**config.mk**
```make
export PLATFORM = sky130hd
export DESIGN_NAME = pulse_tone_channel
export DESIGN_NICKNAME = d
export VERILOG_FILES = /design/src/rtl/pulse_tone_pkg.sv /design/src/rtl/pt_regfile.sv /design/src/rtl/pt_divider.sv /design/src/rtl/pt_sequencer.sv /design/src/rtl/pt_level.sv /design/src/rtl/pulse_tone_channel.sv
export SDC_FILE = /design/constraint.sdc
export NUM_CORES = 1
export LEC_CHECK = 0
export ABC_AREA = 0
export BUFFER_PORTS_ARGS = -buffer_cell sky130_fd_sc_hd__buf_4
export CAP_MARGIN = 20
export CORE_ASPECT_RATIO = 0.9
export CORE_MARGIN = 3
export CORE_UTILIZATION = 44
export CTS_CLUSTER_SIZE = 25
export DETAILED_ROUTE_END_ITERATION = 7
export GPL_ROUTABILITY_DRIVEN = 0
export HOLD_SLACK_MARGIN = 0.1
export PLACE_DENSITY_LB_ADDON = 0.08
export SLEW_MARGIN = 25
export SYNTH_ARGS = -nofsm -noshare
export SYNTH_HDL_FRONTEND = slang
export SYNTH_SLANG_ARGS = --single-unit
```
**constraint.sdc**
```tcl
create_clock -name clk -period 1.7 [get_ports clk]
set_input_delay 0.255 -clock clk [delete_from_list [all_inputs] [get_ports clk]]
set_output_delay 0.255 -clock clk [all_outputs]
set_load 0.01 [all_outputs]
```
**src/rtl/pulse_tone_pkg.sv**
```systemverilog
package pulse_tone_pkg;
  localparam int REG_W          = 8;
  localparam int NUM_REGS       = 3;
  localparam int ADDR_W         = 2;
  localparam int VOL_W          = 4;
  localparam int DUTY_W         = 3;
  localparam int PER_W          = 12;
  localparam int PER_HI_W       = PER_W - REG_W;
  localparam int PH_STEPS       = 16;
  localparam int PH_W           = $clog2(PH_STEPS);
  localparam int DW             = PH_W + 1;
  localparam int MIN_RUN_PERIOD = 4;
  localparam int PH_INIT        = 1;
  localparam int EN_BIT         = REG_W - 1;

  typedef struct packed {
    logic              gate;
    logic [DUTY_W-1:0] duty_code;
    logic [VOL_W-1:0]  vol;
  } tone_ctl_t;

  typedef logic [PER_W-1:0] period_t;
  typedef logic [PH_W-1:0]  phase_t;

  function automatic logic [DW-1:0] duty_width(input logic [DUTY_W-1:0] code);
    return DW'(code) + DW'(1);
  endfunction

  function automatic logic pulse_on(input phase_t ph, input logic [DUTY_W-1:0] code);
    return DW'(ph) < duty_width(code);
  endfunction

  function automatic logic may_step(input tone_ctl_t c, input logic en, input period_t per);
    return en && (c.vol != '0) && !c.gate && (per > period_t'(MIN_RUN_PERIOD));
  endfunction

  function automatic logic [VOL_W-1:0] out_level(input tone_ctl_t c, input logic en,
                                                 input phase_t ph);
    if (!en) return '0;
    if (c.gate || pulse_on(ph, c.duty_code)) return c.vol;
    return '0;
  endfunction
endpackage

```
**src/rtl/pt_regfile.sv**
```systemverilog
module pt_regfile
  import pulse_tone_pkg::*;
(
  input  logic              clk,
  input  logic              rst,
  input  logic              wr_en,
  input  logic [ADDR_W-1:0] wr_addr,
  input  logic [REG_W-1:0]  wr_data,
  output tone_ctl_t         ctl_o,
  output period_t           period_o,
  output logic              enable_o
);
  logic [REG_W-1:0] regs [NUM_REGS];

  for (genvar i = 0; i < NUM_REGS; i++) begin : g_reg
    always_ff @(posedge clk) begin
      if (rst)                                    regs[i] <= '0;
      else if (wr_en && wr_addr == ADDR_W'(i))    regs[i] <= wr_data;
    end
  end

  assign ctl_o    = tone_ctl_t'(regs[0]);
  assign period_o = {regs[2][PER_HI_W-1:0], regs[1]};
  assign enable_o = regs[2][EN_BIT];

  logic unused_addr;
  assign unused_addr = wr_en && (int'(wr_addr) >= NUM_REGS);

  a_r2_unused_addr_ignored: assert property (@(posedge clk) disable iff (rst)
    unused_addr |=> ($stable(regs[0]) && $stable(regs[1]) && $stable(regs[2])));
endmodule

```
**src/rtl/pt_divider.sv**
```systemverilog
module pt_divider
  import pulse_tone_pkg::*;
(
  input  logic    clk,
  input  logic    rst,
  input  logic    run_i,
  input  period_t period_i,
  output logic    step_o
);
  period_t cnt;
  logic    expire;

  assign expire = (cnt == '0);
  assign step_o = run_i && expire;

  always_ff @(posedge clk) begin
    if (rst)                  cnt <= '0;
    else if (!run_i || expire) cnt <= period_i;
    else                      cnt <= cnt - PER_W'(1);
  end

  a_r7_reload_on_step: assert property (@(posedge clk) disable iff (rst)
    step_o |=> cnt == $past(period_i));
  a_r7_count_down: assert property (@(posedge clk) disable iff (rst)
    (run_i && !expire) |=> cnt == $past(cnt) - PER_W'(1));
  a_r9_idle_preload: assert property (@(posedge clk) disable iff (rst)
    !run_i |=> cnt == $past(period_i));
endmodule

```
**src/rtl/pt_sequencer.sv**
```systemverilog
module pt_sequencer
  import pulse_tone_pkg::*;
(
  input  logic   clk,
  input  logic   rst,
  input  logic   step_i,
  output phase_t phase_o
);
  phase_t phase;
  logic   at_last;

  assign at_last = (phase == PH_W'(PH_STEPS - 1));
  assign phase_o = phase;

  always_ff @(posedge clk) begin
    if (rst)         phase <= PH_W'(PH_INIT);
    else if (step_i) phase <= at_last ? '0 : phase + PH_W'(1);
  end

  a_r7_wrap_to_zero: assert property (@(posedge clk) disable iff (rst)
    (step_i && at_last) |=> phase == '0);
  a_r6_hold_without_step: assert property (@(posedge clk) disable iff (rst)
    !step_i |=> $stable(phase));
endmodule

```
**src/rtl/pt_level.sv**
```systemverilog
module pt_level
  import pulse_tone_pkg::*;
(
  input  tone_ctl_t        ctl_i,
  input  logic             enable_i,
  input  phase_t           phase_i,
  output logic [VOL_W-1:0] amp_o
);
  assign amp_o = out_level(ctl_i, enable_i, phase_i);
endmodule

```
**src/rtl/pulse_tone_channel.sv**
```systemverilog
module pulse_tone_channel
  import pulse_tone_pkg::*;
(
  input  logic              clk,
  input  logic              rst,
  input  logic              wr_en,
  input  logic [ADDR_W-1:0] wr_addr,
  input  logic [REG_W-1:0]  wr_data,
  output logic [VOL_W-1:0]  amp_o
);
  tone_ctl_t ctl;
  period_t   period;
  logic      enable;
  logic      run;
  logic      step;
  phase_t    phase;

  pt_regfile u_regs (
    .clk(clk), .rst(rst), .wr_en(wr_en), .wr_addr(wr_addr), .wr_data(wr_data),
    .ctl_o(ctl), .period_o(period), .enable_o(enable)
  );

  assign run = may_step(ctl, enable, period);

  pt_divider u_div (
    .clk(clk), .rst(rst), .run_i(run), .period_i(period), .step_o(step)
  );

  pt_sequencer u_seq (
    .clk(clk), .rst(rst), .step_i(step), .phase_o(phase)
  );

  pt_level u_lvl (
    .ctl_i(ctl), .enable_i(enable), .phase_i(phase), .amp_o(amp_o)
  );

  a_r3_disabled_silent: assert property (@(posedge clk) disable iff (rst)
    !enable |-> amp_o == '0);
  a_r4_two_levels: assert property (@(posedge clk) disable iff (rst)
    (amp_o == '0) || (amp_o == ctl.vol));
  a_r5_gate_holds_phase: assert property (@(posedge clk) disable iff (rst)
    ctl.gate |=> $stable(phase) || $past(rst));
  a_r6_no_step_when_halted: assert property (@(posedge clk) disable iff (rst)
    !run |-> !step);
endmodule

```
== Yosys cells after proc, flatten, opt, wreduce, memory -nomap -nowiden ==
Memories as Yosys holds them, arrays and structs flattened.
Index checks and enable logic that the tools add are counted.

* Bits in registers: 16
* Latch bits: 0
* Bits in writable memories: 24
* Memory bits (read-only): 0
* Bits of input ports: 13
* Output and inout port bits: 4
* Memories: 1

* $add $sub $neg: 3
* $mul: 0
* Div/mod/pow operators: 0
* Magnitude comparators: 2
* Eq/ne operators: 3
* Shift-type cells: 0
* Multiplexer cells: 22
* Bitwise gates (word level): 3
* Reduce and logical (&&, ||, !) cells: 14

{| class="wikitable"
|+ Memory list
! name !! depth !! bits a word !! rd ports !! clocked after Yosys merged registers in !! write ports !! RTL line !! RTL
|-
| u_regs.regs || 3 || 8 || 3 || 0 || 3 || pt_regfile.sv:13 || <nowiki>logic [REG_W-1:0] regs [NUM_REGS];</nowiki>
|}

{| class="wikitable"
|+ Operator list
! kind !! count
|-
| $mux W8 || 3
|-
| $mux W4 || 5
|-
| $mux W1 || 13
|-
| $gt A12 B3 Y1 const B || 1
|-
| $logic_not A12 Y1 || 1
|-
| $mux W12 || 1
|-
| $sub A12 B1 Y12 const B || 1
|-
| $logic_and A1 B1 Y1 || 7
|-
| $lt A4 B5 Y1 || 1
|-
| $add A3 B1 Y4 const B || 1
|-
| $add A4 B1 Y4 const B || 1
|-
| $eq A4 B4 Y1 const B || 1
|-
| $reduce_bool A4 Y1 || 1
|-
| $or A1 B1 Y1 || 3
|-
| $eq A2 B1 Y1 const B || 1
|-
| $eq A2 B2 Y1 const B || 1
|-
| $logic_not A1 Y1 || 2
|-
| $logic_not A2 Y1 || 1
|-
| $logic_or A1 B1 Y1 || 2
|}

== Logic depth before layout (Yosys ltp) ==
An unclocked memory read counts as a cell.

* Depth in word-level cells: 8
* Depth in mapped cells: 7
* Gate-level depth less buffers: 7

== Modules after synthesis ==
Synthesis repeated with hierarchy kept, for this count alone.

* Cell total of the unflattened synthesis: 189
* Area total of the unflattened synthesis: 2029.4 sq um

{| class="wikitable"
|+ By module, submodules not included
! module !! times used !! cells each !! area each (sq um) !! sequential area each (sq um)
|-
| pt_regfile || 1 || 58 || 844.6 || 630.6
|-
| pt_divider || 1 || 82 || 777.0 || 240.2
|-
| pt_sequencer || 1 || 18 || 191.4 || 80.1
|-
| pt_level || 1 || 24 || 165.2 || 0.0
|-
| pulse_tone_channel || 1 || 7 || 51.3 || 0.0
|}

== Worst setup path after synthesis ==
No wires, ideal clock.

* Kind: register to output
* Start point: memory u_regs.regs[0][4]
* End point: output port amp_o[0]
* Data arrival time: 1.686 ns
* Required time: 1.445 ns
* Slack: -0.241 ns
* Cell stages (with the launch flop): 8
* Buffers on the path: 0
* Cell sequence: edfxtp_1 > ha_1 > inv_1 > ha_1 > o21a_1 > o21a_1 > o21a_1 > o21ai_0

{| class="wikitable"
|+ RTL lines
! what !! RTL line !! RTL
|-
| start: declaration || pt_regfile.sv:13 ||
|-
| end: declaration || pulse_tone_channel.sv:9 || <nowiki>output logic [VOL_W-1:0] amp_o</nowiki>
|}

==> metrics.md <==
| Metric | Value |
|---|---|
| Non-filler instance count after layout | `305` |
| Seq cells post-synth | `37` |
| CP required | `1440 ps` |
| Syn Nets | `200` |
| Crit end category | `output pin` |
| Clk pwr share | `between 20% and 30%` |
| Gate Count Post-Synth | `between 150 and 200` |
| Crit path time final | `approximately 2300 ps` |
| Worst Setup SP | `u_regs.regs[0][5]$_SDFFCE_PN0P_` |
| Sequential power share | `between 40% and 50%` |
| Critical Path Max Stage Delay | `around 400 ps` |
| Launch point of the worst reg-to-reg path | `u_div.cnt[5]$_SDFF_PP0_` |
| DRT Pass-1 Iters | `4` |
| Iteration-0 DRC Markers | `75` |
| Die Y | `about 69 um` |
| Busiest grt layer | `met2` |
| Synth-to-Final Area Change | `40.8%` |
| Total track usage | `between 15 and 20%` |
| Final Instance Area | `2740 um^2` |
| NetSw | `0.630 mW` |
| Crit path cell chain | `ha_1 -> inv_1 -> ha_1 -> o21a_1 -> o21a_1 -> o21a_4 -> o21ai_2 -> buf_4` |
| CP top delay family | `compound AO/OA/AOI/OAI gates` |
| Most used DFF post-synth | `edfxtp_1` |
| Post-route clock period utilization | `133%` |
| DR DRC count | `0` |
| TritonCTS Sinks | `37` |
| Logic pwr share | `between 20% and 30%` |
| Worst hold slack | `~260 ps` |
| CP Max Fanout | `4` |
| Placed cell areas | `2430 um^2` |
| Pins Over Slew Limit | `0` |
| Routed WL | `about 4.6 mm` |
| Vias per cell | `5.48` |
| WL per Instance | `between 15 and 20 um` |
| Clock Skews | `between 9 and 10 ps` |
| PortBufs | `16` |
| Routing usage on met3 | `between 4 and 5%` |
| Sw Ratio | `between 20% and 30%` |
| Root Driver | `clkbuf_8` |
| Num rows | `22` |
| Power density cells | `roughly 820 nW/um^2` |
| Unique masters post-synth | `43` |
| Initial antenna violation count | `0` |
| Min-delay worst type | `input port to flip-flop` |
| CTS max path bufs | `2` |
| Largest net degree at the start of global routing | `22` |
| Final TNS setup | `-2240 ps` |
| Slew margin rel. | `between 40% and 50%` |
| First-pass GRT wire length | `about 7.6 mm` |
| Hold Crit Start | `wr_data[5]` |
| Clock latency on the worst-skew pair | `between 200 and 300 ps` |
| Placed cells | `290` |
| Final net count | `264` |
| Number of synthesized flops with an enable pin | `21` |
| Power Internal | `~1.6 mW` |
| Outcome | `finished, violations left` |
| Kind of critical path | `flip-flop to output pin` |
| Final setup vio count | `5` |
| Vias in the first global route | `between 1500 and 2000` |
| Fmax | `~440 MHz` |
| Clk slew on worst S/H paths | `around 70 ps` |
| CP Buf/Inv Count | `2` |
| Avg Cell Area, Syn | `~11 um^2` |
| Layout cells sized above 1 | `45.3%` |
| Post-CTS Hold Fix Bufs | `0` |
| H-tree depth | `2` |
| Violated checks | `setup timing` |
| GR Layer Usage met1 | `22.4%` |
| Core area | `roughly 4200 um^2` |
| WP data arrival | `between 2000 and 2500 ps` |
| Synthesized area | `just under 2000 um^2` |
| Die W | `approximately 76 um` |
| Initial Utilization | `~47%` |
| Unrepaired setup endpoints after global routing | `true` |
| Worst setup SP type | `flip-flop` |
| Yosys warnings | `0` |
| Max cap viols | `0` |
| Asr flop ratio synth | `0%` |
| Dpl hpwl | `between 3 and 4 mm` |
| Met2 Use GR | `a little over 30%` |
| Slowest cell on crit path | `edfxtp_1` |
| Final core occ | `between 60 and 70%` |
| Die area | `about 5300 um^2` |
| # diodes | `0` |
| Final hold violation count | `0` |
| Vias | `1670` |
| TritonCTS Buffers | `5` |
| Worst slew pin tran | `761 ps` |
| Final setup margin | `-562 ps` |
| Leakage | `about 1.1 nW` |
| Grt total ovfl | `0` |
| Max VDD drop | `0.000538 V` |
| CTS tree | `built` |
| Sequential fraction of the synthesis area | `between 40% and 50%` |
| ANT nets after route | `0` |
| I/O pin cnt | `17` |
==> area by class of cell <==
cell class,instances,area (um^2)
Tap cell,60,75.1
Clock buffer,6,72.6
Multi-Input combinational cell,132,1120
Clock inverter,2,10.0
Timing Repair Buffer,63,488
Fill cell,322,1420
Sequential cell,37,956
Inverter,5,18.8
==> per-layer routing <==
layer | up-vias | routed length [um] | share of wire, %
li1 | 819 | - | -
met1 | 825 | 2080 | 45
met2 | 21 | 2380 | 51
met3 | 5 | 126 | 2.7
met4 | 0 | 34 | 0.73
met5 | - | 0 | 0
==> worst register-to-register path, cell delays in order, from the launching register on <==
cell and delay, ps:
dfxtp_2 340, buf_6 120, or4_4 520, buf_4 170, nor3_4 180, xnor2_1 90, a211oi_2 220
==> stage by stage <==
stage                     setup WS [ps]  power, mW
final                              -562       2.24
after global routing               -670       2.35
after CTS                          -586       2.17
after detailed placement           -433       1.56
after global placement             -333       1.54
after floorplan                    -151       1.34
==> state kept, by name (all words and copies together), names as in the netlist <==
signal / count
u_seq.phase_o: 4
u_div.cnt: 12
u_regs.regs: 21
==> power by group through the flow <==
stage / clock [mW] / sequential, mW / combinational (mW)
after global placement: 0 / 1.07 / 0.467
after detailed placement: 0 / 1.08 / 0.481
after CTS: 0.603 / 1.06 / 0.510
after floorplan: 0 / 1.08 / 0.261
final: 0.587 / 1.07 / 0.583
after global routing: 0.640 / 1.08 / 0.635
==> synthesized netlist by cell type, types with 2 or more instances <==
library cell  number  area, um^2
a211oi_1           8        60.1
a211oi_2           2        25.0
a21oi_1            3        15.0
a31o_2             3        26.3
a31oi_1           12        75.1
and2_1            21         131
and3_1             2        12.5
clkbuf_1           4        15.0
dfxtp_1           16         320
edfxtp_1          21         631
ha_1               7        87.6
inv_1              5        18.8
mux2_2             2        22.5
nand2_1            4        15.0
nand3_1            6        30.0
nand4_1            4        25.0
nor2_1             6        22.5
nor2b_1            4        25.0
nor3_1             7        35.0
nor4_1             3        18.8
o21a_1             3        22.5
o21ai_0            5        25.0
o31ai_1            3        22.5
or4_4              2        22.5
xnor2_1            9        78.8
==> kinds of logic (layout without fill, tap and decap cells) <==
kind of cell	after synthesis	count (layout)	share of synthesized area, %
buf+inv	11	76	2.19
simple gates	71	71	23.4
flops	37	37	48.9
mux	2	2	1.16
fa+ha+maj	7	7	4.50
compound gates	42	42	15.3
xor+xnor	10	10	4.50
==> cells in the final DEF (no fill, tap or decap), types with 5 or more instances in the layout <==
cell type / instances
buf_4: 59
and2_1: 21
edfxtp_1: 21
a31oi_1: 12
dfxtp_1: 12
xnor2_1: 9
nor2_1: 6
a211oi_1: 6
nand3_1: 5
nor3_1: 5
ha_1: 5
clkbuf_8: 5
==> repair_timing <==
action / in CTS / in global routing
setup endpoints to repair: 20 / 19
buffers inserted: 2 / 5
gates resized for setup: 10 / 28
pin swaps: 1 / 11
endpoints found under the hold margin: 0 / 0
gates cloned: 0 / 0
==> worst paths after layout <==
check / end / cells after the start / slack, ps
max: amp_o[0] / 8 / -560
min: u_regs.regs[0][5]$_SDFFCE_PN0P_ / 2 / 260
max reg2reg: u_div.cnt[10]$_SDFF_PP0_ / 6 / -10
min reg2reg: u_seq.phase_o[0]$_SDFFE_PP1P_ / 2 / 510
No activity file was read; power rests on OpenSTA's default activity.
